### config.mk
export PLATFORM = sky130hd
export DESIGN_NAME = coh_line_ctrl
export DESIGN_NICKNAME = d
export VERILOG_FILES = /design/src/rtl/coh_pkg.sv /design/src/rtl/coh_line_store.sv /design/src/rtl/coh_snoop_eval.sv /design/src/rtl/coh_txn_fsm.sv /design/src/rtl/coh_line_ctrl.sv
export SDC_FILE = /design/constraint.sdc
export NUM_CORES = 1
export LEC_CHECK = 0
export BUFFER_PORTS_ARGS = -buffer_cell sky130_fd_sc_hd__buf_4
export CORE_ASPECT_RATIO = 0.7
export CORE_UTILIZATION = 35
export DETAILED_ROUTE_END_ITERATION = 7
export GPL_ROUTABILITY_DRIVEN = 0
export PLACE_DENSITY = 0.59
export SLEW_MARGIN = 40
export SYNTH_ARGS = -nofsm -noshare
export SYNTH_HDL_FRONTEND = slang
export SYNTH_SLANG_ARGS = --single-unit
### constraint.sdc
create_clock -name clk -period 9.6 [get_ports clk]
set_input_delay 0.96 -clock clk [delete_from_list [all_inputs] [get_ports clk]]
set_output_delay 0.96 -clock clk [all_outputs]
set_load 0.01 [all_outputs]
### src/rtl/coh_pkg.sv
package coh_pkg;

  typedef enum logic [2:0] {
    ST_I  = 3'd0,
    ST_S  = 3'd1,
    ST_E  = 3'd2,
    ST_M  = 3'd3,
    ST_IS = 3'd4,
    ST_IM = 3'd5,
    ST_SM = 3'd6
  } line_st_e;

  typedef enum logic [1:0] {
    OP_RD   = 2'd0,
    OP_RDX  = 2'd1,
    OP_UPGR = 2'd2
  } bus_op_e;

  function automatic logic st_valid(line_st_e s);
    return (s == ST_S) || (s == ST_E) || (s == ST_M);
  endfunction

  function automatic logic st_transient(line_st_e s);
    return (s == ST_IS) || (s == ST_IM) || (s == ST_SM);
  endfunction

endpackage

### src/rtl/coh_line_store.sv
module coh_line_store
  import coh_pkg::*;
#(
  parameter int NUM_LINES = 4,
  parameter int IDX_W     = 2,
  parameter int TAG_W     = 6
) (
  input  logic             clk,
  input  logic             rst,
  input  logic [IDX_W-1:0] rd_a_idx,
  output logic [TAG_W-1:0] rd_a_tag,
  output line_st_e         rd_a_st,
  input  logic [IDX_W-1:0] rd_b_idx,
  output logic [TAG_W-1:0] rd_b_tag,
  output line_st_e         rd_b_st,
  input  logic             wr_a_en,
  input  logic [IDX_W-1:0] wr_a_idx,
  input  logic [TAG_W-1:0] wr_a_tag,
  input  line_st_e         wr_a_st,
  input  logic             wr_b_en,
  input  logic [IDX_W-1:0] wr_b_idx,
  input  line_st_e         wr_b_st
);

  logic [TAG_W-1:0]     tag_q [NUM_LINES];
  line_st_e             st_q  [NUM_LINES];
  logic [NUM_LINES-1:0] pend_vec;

  for (genvar g = 0; g < NUM_LINES; g++) begin : g_line
    always_ff @(posedge clk) begin
      if (rst) begin
        st_q[g]  <= ST_I;
        tag_q[g] <= '0;
      end else if (wr_a_en && wr_a_idx == IDX_W'(g)) begin
        st_q[g]  <= wr_a_st;
        tag_q[g] <= wr_a_tag;
      end else if (wr_b_en && wr_b_idx == IDX_W'(g)) begin
        st_q[g]  <= wr_b_st;
      end
    end
    assign pend_vec[g] = st_transient(st_q[g]);
  end

  assign rd_a_tag = tag_q[rd_a_idx];
  assign rd_a_st  = st_q[rd_a_idx];
  assign rd_b_tag = tag_q[rd_b_idx];
  assign rd_b_st  = st_q[rd_b_idx];

  // one outstanding transaction means at most one line in flight
  assert_single_pending_R11: assert property (@(posedge clk) disable iff (rst)
    $countones(pend_vec) <= 1);

endmodule

### src/rtl/coh_snoop_eval.sv
module coh_snoop_eval
  import coh_pkg::*;
(
  input  logic       snp_valid,
  input  logic [1:0] snp_op,
  input  logic       tag_hit,
  input  line_st_e   cur_st,
  output logic       st_we,
  output line_st_e   st_nxt,
  output logic       supply,
  output logic       flush,
  output logic       inval_pend
);

  bus_op_e op;
  logic    kills;

  assign op    = bus_op_e'(snp_op);
  assign kills = (op == OP_RDX) || (op == OP_UPGR);

  always_comb begin
    st_we      = 1'b0;
    st_nxt     = cur_st;
    supply     = 1'b0;
    flush      = 1'b0;
    inval_pend = 1'b0;
    if (snp_valid && tag_hit) begin
      case (cur_st)
        ST_M: begin
          if (op == OP_RD) begin
            supply = 1'b1; flush = 1'b1; st_we = 1'b1; st_nxt = ST_S;
          end else if (op == OP_RDX) begin
            supply = 1'b1; flush = 1'b1; st_we = 1'b1; st_nxt = ST_I;
          end
        end
        ST_E: begin
          if (op == OP_RD) begin
            supply = 1'b1; st_we = 1'b1; st_nxt = ST_S;
          end else if (op == OP_RDX) begin
            supply = 1'b1; st_we = 1'b1; st_nxt = ST_I;
          end
        end
        ST_S: begin
          if (kills) begin
            st_we = 1'b1; st_nxt = ST_I;
          end
        end
        ST_IS, ST_SM: inval_pend = kills;
        default: ;
      endcase
    end
  end

endmodule

### src/rtl/coh_txn_fsm.sv
module coh_txn_fsm
  import coh_pkg::*;
#(
  parameter int ADDR_W = 8,
  parameter int IDX_W  = 2,
  parameter int TAG_W  = 6
) (
  input  logic              clk,
  input  logic              rst,
  input  logic              cpu_req_valid,
  input  logic              cpu_req_write,
  input  logic [ADDR_W-1:0] cpu_req_addr,
  output logic              cpu_req_ready,
  output logic              cpu_resp_valid,
  output logic [2:0]        cpu_resp_state,
  input  logic              snp_valid,
  input  logic              snp_inval_pend,
  input  logic              bus_fill_valid,
  input  logic              bus_fill_shared,
  input  logic              bus_ack_done,
  output logic              bus_req_valid,
  output logic [1:0]        bus_req_op,
  output logic [ADDR_W-1:0] bus_req_addr,
  output logic              wb_valid,
  output logic [ADDR_W-1:0] wb_addr,
  output logic [IDX_W-1:0]  rd_idx,
  input  logic [TAG_W-1:0]  line_tag,
  input  line_st_e          line_st,
  output logic              wr_en,
  output logic [IDX_W-1:0]  wr_idx,
  output logic [TAG_W-1:0]  wr_tag,
  output line_st_e          wr_st
);

  logic              busy_q, busy_d;
  line_st_e          phase_q, phase_d;
  logic [IDX_W-1:0]  p_idx_q, p_idx_d;
  logic [TAG_W-1:0]  p_tag_q, p_tag_d;
  logic              kill_q, kill_d;

  logic              resp_d;
  logic [2:0]        resp_st_d;
  logic              issue_d;
  bus_op_e           issue_op_d;
  logic [ADDR_W-1:0] issue_addr_d;
  logic              wb_d;
  logic [ADDR_W-1:0] wb_addr_d;

  logic [IDX_W-1:0]  req_idx;
  logic [TAG_W-1:0]  req_tag;
  logic              accept, hit, kill_now, fill_done, ack_done;

  assign req_idx       = cpu_req_addr[IDX_W-1:0];
  assign req_tag       = cpu_req_addr[ADDR_W-1:IDX_W];
  assign rd_idx        = req_idx;
  assign cpu_req_ready = !busy_q && !snp_valid;
  assign accept        = cpu_req_valid && cpu_req_ready;
  assign hit           = (line_tag == req_tag) && st_valid(line_st);
  assign kill_now      = kill_q || snp_inval_pend;
  assign fill_done     = busy_q && bus_fill_valid && (phase_q == ST_IS || phase_q == ST_IM);
  assign ack_done      = busy_q && bus_ack_done && (phase_q == ST_SM);

  always_comb begin
    busy_d       = busy_q;
    phase_d      = phase_q;
    p_idx_d      = p_idx_q;
    p_tag_d      = p_tag_q;
    kill_d       = kill_q || (busy_q && snp_inval_pend);
    wr_en        = 1'b0;
    wr_idx       = p_idx_q;
    wr_tag       = p_tag_q;
    wr_st        = ST_I;
    resp_d       = 1'b0;
    resp_st_d    = 3'd0;
    issue_d      = 1'b0;
    issue_op_d   = OP_RD;
    issue_addr_d = {p_tag_q, p_idx_q};
    wb_d         = 1'b0;
    wb_addr_d    = {line_tag, req_idx};

    if (accept) begin
      wr_idx       = req_idx;
      wr_tag       = req_tag;
      issue_addr_d = cpu_req_addr;
      if (hit) begin
        if (cpu_req_write && line_st == ST_S) begin
          wr_en      = 1'b1;
          wr_st      = ST_SM;
          busy_d     = 1'b1;
          phase_d    = ST_SM;
          p_idx_d    = req_idx;
          p_tag_d    = req_tag;
          kill_d     = 1'b0;
          issue_d    = 1'b1;
          issue_op_d = OP_UPGR;
        end else if (cpu_req_write) begin
          wr_en     = 1'b1;
          wr_st     = ST_M;
          resp_d    = 1'b1;
          resp_st_d = 3'(ST_M);
        end else begin
          resp_d    = 1'b1;
          resp_st_d = 3'(line_st);
        end
      end else begin
        wb_d       = (line_st == ST_M);
        wr_en      = 1'b1;
        wr_st      = cpu_req_write ? ST_IM : ST_IS;
        busy_d     = 1'b1;
        phase_d    = cpu_req_write ? ST_IM : ST_IS;
        p_idx_d    = req_idx;
        p_tag_d    = req_tag;
        kill_d     = 1'b0;
        issue_d    = 1'b1;
        issue_op_d = cpu_req_write ? OP_RDX : OP_RD;
      end
    end else if (fill_done) begin
      busy_d = 1'b0;
      kill_d = 1'b0;
      wr_en  = 1'b1;
      resp_d = 1'b1;
      if (phase_q == ST_IS)
        wr_st = kill_now ? ST_I : (bus_fill_shared ? ST_S : ST_E);
      else
        wr_st = ST_M;
      resp_st_d = 3'(wr_st);
    end else if (ack_done) begin
      kill_d = 1'b0;
      wr_en  = 1'b1;
      if (kill_now) begin
        wr_st      = ST_IM;
        phase_d    = ST_IM;
        issue_d    = 1'b1;
        issue_op_d = OP_RDX;
      end else begin
        wr_st     = ST_M;
        busy_d    = 1'b0;
        resp_d    = 1'b1;
        resp_st_d = 3'(ST_M);
      end
    end
  end

  always_ff @(posedge clk) begin
    if (rst) begin
      busy_q         <= 1'b0;
      phase_q        <= ST_IS;
      p_idx_q        <= '0;
      p_tag_q        <= '0;
      kill_q         <= 1'b0;
      cpu_resp_valid <= 1'b0;
      cpu_resp_state <= 3'd0;
      bus_req_valid  <= 1'b0;
      bus_req_op     <= 2'd0;
      bus_req_addr   <= '0;
      wb_valid       <= 1'b0;
      wb_addr        <= '0;
    end else begin
      busy_q         <= busy_d;
      phase_q        <= phase_d;
      p_idx_q        <= p_idx_d;
      p_tag_q        <= p_tag_d;
      kill_q         <= kill_d;
      cpu_resp_valid <= resp_d;
      cpu_resp_state <= resp_st_d;
      bus_req_valid  <= issue_d;
      bus_req_op     <= 2'(issue_op_d);
      bus_req_addr   <= issue_addr_d;
      wb_valid       <= wb_d;
      wb_addr        <= wb_addr_d;
    end
  end

  // a response must follow an accepted request or a completion input
  assert_resp_cause_R5: assert property (@(posedge clk) disable iff (rst)
    cpu_resp_valid |-> ($past(cpu_req_valid && cpu_req_ready) || $past(bus_fill_valid)
                        || $past(bus_ack_done)));

  // an upgrade only follows an accepted write
  assert_upgr_cause_R4: assert property (@(posedge clk) disable iff (rst)
    (bus_req_valid && bus_req_op == 2'(OP_UPGR)) |-> $past(cpu_req_valid && cpu_req_write));

  // a plain bus read only follows an accepted processor read
  assert_rd_cause_R2: assert property (@(posedge clk) disable iff (rst)
    (bus_req_valid && bus_req_op == 2'(OP_RD)) |-> $past(cpu_req_valid && !cpu_req_write));

  // a victim write-back rides with a miss request
  assert_wb_with_miss_R12: assert property (@(posedge clk) disable iff (rst)
    wb_valid |-> (bus_req_valid && bus_req_op != 2'(OP_UPGR)));

endmodule

### src/rtl/coh_line_ctrl.sv
module coh_line_ctrl
  import coh_pkg::*;
#(
  parameter int ADDR_W    = 8,
  parameter int NUM_LINES = 4
) (
  input  logic              clk,
  input  logic              rst,
  input  logic              cpu_req_valid,
  input  logic              cpu_req_write,
  input  logic [ADDR_W-1:0] cpu_req_addr,
  output logic              cpu_req_ready,
  output logic              cpu_resp_valid,
  output logic [2:0]        cpu_resp_state,
  output logic              bus_req_valid,
  output logic [1:0]        bus_req_op,
  output logic [ADDR_W-1:0] bus_req_addr,
  input  logic              bus_fill_valid,
  input  logic              bus_fill_shared,
  input  logic              bus_ack_done,
  input  logic              snp_valid,
  input  logic [1:0]        snp_op,
  input  logic [ADDR_W-1:0] snp_addr,
  output logic              snp_supply,
  output logic              snp_flush,
  output logic              wb_valid,
  output logic [ADDR_W-1:0] wb_addr
);

  localparam int IDX_W = (NUM_LINES > 1) ? $clog2(NUM_LINES) : 1;
  localparam int TAG_W = ADDR_W - IDX_W;

  logic [IDX_W-1:0] a_idx, wa_idx;
  logic [TAG_W-1:0] a_tag, wa_tag, b_tag;
  line_st_e         a_st, b_st, wa_st, sn_st;
  logic             wa_en, sn_we, sn_supply, sn_flush, sn_pend;

  coh_line_store #(.NUM_LINES(NUM_LINES), .IDX_W(IDX_W), .TAG_W(TAG_W)) u_store (
    .clk(clk), .rst(rst),
    .rd_a_idx(a_idx), .rd_a_tag(a_tag), .rd_a_st(a_st),
    .rd_b_idx(snp_addr[IDX_W-1:0]), .rd_b_tag(b_tag), .rd_b_st(b_st),
    .wr_a_en(wa_en), .wr_a_idx(wa_idx), .wr_a_tag(wa_tag), .wr_a_st(wa_st),
    .wr_b_en(sn_we), .wr_b_idx(snp_addr[IDX_W-1:0]), .wr_b_st(sn_st)
  );

  coh_snoop_eval u_snoop (
    .snp_valid(snp_valid), .snp_op(snp_op),
    .tag_hit(b_tag == snp_addr[ADDR_W-1:IDX_W]), .cur_st(b_st),
    .st_we(sn_we), .st_nxt(sn_st), .supply(sn_supply), .flush(sn_flush),
    .inval_pend(sn_pend)
  );

  coh_txn_fsm #(.ADDR_W(ADDR_W), .IDX_W(IDX_W), .TAG_W(TAG_W)) u_fsm (
    .clk(clk), .rst(rst),
    .cpu_req_valid(cpu_req_valid), .cpu_req_write(cpu_req_write),
    .cpu_req_addr(cpu_req_addr), .cpu_req_ready(cpu_req_ready),
    .cpu_resp_valid(cpu_resp_valid), .cpu_resp_state(cpu_resp_state),
    .snp_valid(snp_valid), .snp_inval_pend(sn_pend),
    .bus_fill_valid(bus_fill_valid), .bus_fill_shared(bus_fill_shared),
    .bus_ack_done(bus_ack_done),
    .bus_req_valid(bus_req_valid), .bus_req_op(bus_req_op), .bus_req_addr(bus_req_addr),
    .wb_valid(wb_valid), .wb_addr(wb_addr),
    .rd_idx(a_idx), .line_tag(a_tag), .line_st(a_st),
    .wr_en(wa_en), .wr_idx(wa_idx), .wr_tag(wa_tag), .wr_st(wa_st)
  );

  always_ff @(posedge clk) begin
    if (rst) begin
      snp_supply <= 1'b0;
      snp_flush  <= 1'b0;
    end else begin
      snp_supply <= sn_supply;
      snp_flush  <= sn_flush;
    end
  end

  // a flush never goes out without the data supply
  assert_flush_supply_R6: assert property (@(posedge clk) disable iff (rst)
    snp_flush |-> snp_supply);

  // snoop strobes only answer an actual snoop
  assert_snoop_origin_R8: assert property (@(posedge clk) disable iff (rst)
    snp_supply |-> $past(snp_valid));

  // a bus request means a pending transaction, so no acceptance
  assert_busy_stall_R11: assert property (@(posedge clk) disable iff (rst)
    bus_req_valid |-> !cpu_req_ready);

endmodule

==> results.cfg <==
[global_routing]
globalRouteMet1Util_pct = 27.8
met3_usage_pct = 5.24
antenna_found_initial = 0
grt_pass1_vias = 2521
gr-total-overflow = 0
grt_busiest_layer = met1
grt_usage_pct = 19.1
grt_first_pass_wirelength_mm = 14.6
met2_usage_pct = 27.5
grt_max_degree = 36

[worst_setup_path]
worstPathRequired_ns = 9.69
startpoint = cpu_req_addr[0]
r2r_start = u_store.tag_q[1][0]
critPathArrivalTime_ns = 3.92
slowest_delay_ns = 0.61
reg2reg_depth = 7
cp_slowest_cell = mux4_1
critPathCaptureType = flip-flop
cp_cell_sequence = buf_4, mux4_1, xor2_1, or4_4, or4_4, nand2_1, nand2_1, a21o_1
startpoint_type = input pin
crit_type = input pin to flip-flop
worst-path-max-fanout = 12

[clock_network]
cts_buffers = 9
clk_latency_ns = 0.34
cts_tree = built
cts.sinks = 74
cts-hold-fix-buffers = 0
clkSlewWorstSetupHoldPaths_ns = 0.06
ctsRootBufferMaster = clkbuf_16
cts_buffer_depth = 2
cts.repair.resized = 0
post_cts_buffers = 0
htreeDepth = 3

[floorplan]
die_y_um = 87.2
die_x_um = 124
core_area_sq_um = 9870
fp.dieArea_sq_um = 10800
num_rows = 30
ios = 53
start_util_pct = 36.8

[pwr]
vdd_drop_max_uv = 97.1
p_sw_share_pct = 24.8
internal_power_mw = 0.592
p_per_area_nw_per_um2 = 179
power.switching_mw = 0.195
p_seq_share_pct = 45.1
combPwrFrac_pct = 12.5
power.total_mw = 0.787
clockPowerShare_pct = 42.4
leakagePower_nw = 1.75

[timing]
min_period_over_period_pct = 39.8
finalHoldViolCount = 0
worstMarginPinSlew_ns = 0.752
fmax_ghz = 0.261
setup_tns_ns = 0
final_max_slew_viol_count = 0
period_needed_ns = 3.82
skew_ns = 0.00695
rsz0062_at_grt = false
setup_violations = 0
slew_headroom_pct = 49.4

[cells_and_area]
fin_cells = 506
num-fill-cells = 925
diodes = 0
postLayoutCellArea_sq_um = 4400
nets = 401
drive_gt1_share_pct = 23.3
area_growth_pct = 21.2
finalCoreUtilization_pct = 44.6

[logic_synthesis]
synth_nets = 354
syn_inst = 326
synth_top_area_share_pct = 29.8
syn-cell-area_sq_um = 3630
synth_edf_count = 36
synth.avg_cell_area_sq_um = 11.1
synth-seq-area-share_pct = 50.7
yosys_warnings = 0
ys_seq_elements = 74
synth.largest_area_cell = edfxtp_1
synth_ff_type = dfxtp_1
async_flop_share_pct = 0
synth_cell_types = 51
ys_top_cells_by_area = edfxtp_1, dfxtp_1, mux4_2

[drt]
drc = 0
dr.pass1.iters = 4
avgViaCountPerCell = 5.27
drt_iter0_drc = 222
final_antenna_net_count = 0
vias = 2666
wl_per_cell_um = 18.4
wl_mm = 9.33

[flow_run]
drv_cap = 0

[hold_path]
holdPathStages = 2
hold_start = u_fsm.p_tag_q[3]
hold_path.class = flip-flop to flip-flop

[place]
dp.cells = 490
dpl_cell_area_sq_um = 4100
hpwl_mm = 7.04
port_buffers = 52

[status]
status = finished clean
synth_stat cells (9+ instances only):
library cell / count
mux4_2: 9
nor2_1: 54
and2_1: 10
clkbuf_1: 12
dfxtp_1: 38
nand2_1: 28
inv_1: 10
mux2i_1: 16
a21o_1: 9
nor3_1: 9
edfxtp_1: 36
critical path: cells and delay by family:
| family | cells | cell delay (ns) |
|---|---|---|
| AOI/OAI and AO/OA | 1 | 0.29 |
| and+or+nand+nor | 4 | 1.66 |
| xor gates and xnor gates | 1 | 0.17 |
| buffers and inverters | 1 | 0.22 |
| muxes | 1 | 0.61 |
through the flow:
stage                     hold WS, ns  worst slack [ns]
after detailed placement        0.485              5.48
final                           0.492              5.78
after floorplan                 0.456              5.92
after CTS                       0.499              5.83
after global routing            0.527              5.68
after global placement          0.472              5.55
registers in the layout, summed over array words and instances (netlist names), 2 cells and up:
register              cells
u_fsm.p_idx_q             2
u_fsm.bus_req_addr        8
u_fsm.cpu_resp_state      3
u_fsm.p_tag_q             6
u_fsm.bus_req_op          2
u_store.st_q             12
u_fsm.wb_addr             8
u_fsm.phase_q             2
u_store.tag_q            24
placed cells by master (no fill, tap or decap), types with 3 or more instances in the layout:
cell and count:
nand2_1 28, dfxtp_1 38, nor2b_1 4, nor2_1 54
xor2_1 3, xnor2_1 8, and3_1 4, inv_1 10
edfxtp_1 36, mux2i_1 16, nand3_1 4, mux2_2 3
and2_1 10, o21ai_0 8, clkbuf_16 9, mux4_2 9
nor3_1 9, mux4_1 7, nor4_1 3, a21o_1 9
o211ai_1 3, a21oi_1 7, buf_4 52
power groups by stage:
stage | Clock, mW | Sequential [mW] | Combinational [mW]
2_1_floorplan | 0 | 0.360 | 0.0619
3_3_place_gp | 0 | 0.361 | 0.0975
3_5_place_dp | 0 | 0.361 | 0.0983
4_1_cts | 0.340 | 0.354 | 0.0988
5_1_grt | 0.352 | 0.356 | 0.107
6_report | 0.334 | 0.355 | 0.0985
layout make-up:
type,count,area (sq um),area share (%)
sequential,74,1840,41.9
clock buffer,10,229,5.20
timing repair buffer,52,390,8.87
multi-input combinational,225,1670,37.9
clock inverter,6,67.6,1.54
tap,128,160,3.64
inverter,11,41.3,0.939
cells by family (layout without fill, tap and decap cells):
family          Yosys count  count (layout)  share of synthesized area (%)
simple gates            135             135                           18.6
flops                    74              74                           50.7
compound gates           41              41                           7.89
mux                      35              35                           16.0
buf+inv                  27              79                           3.27
xor+xnor                 11              11                           2.65
fa+ha+maj                 2               2                          0.689
other cells               1               1                          0.103
layer usage:
metal  wire, um  part of all wire (%)
met3        714                   7.6
met4         90                  0.96
met2       4030                    43
met1       4500                    48
met5          0                     0
final timing paths:
| check | slack (ns) | endpoint |
|---|---|---|
| worst min-delay path | 0.49 | u_fsm.p_tag_q[3] |
| worst min register to register | 0.49 | u_fsm.p_tag_q[3] |
| worst max register to register | 6.27 | u_store.st_q[2][0] |
| worst max-delay path | 5.78 | u_store.st_q[2][0] |
Note: power is estimated with default switching activity, not from simulation.
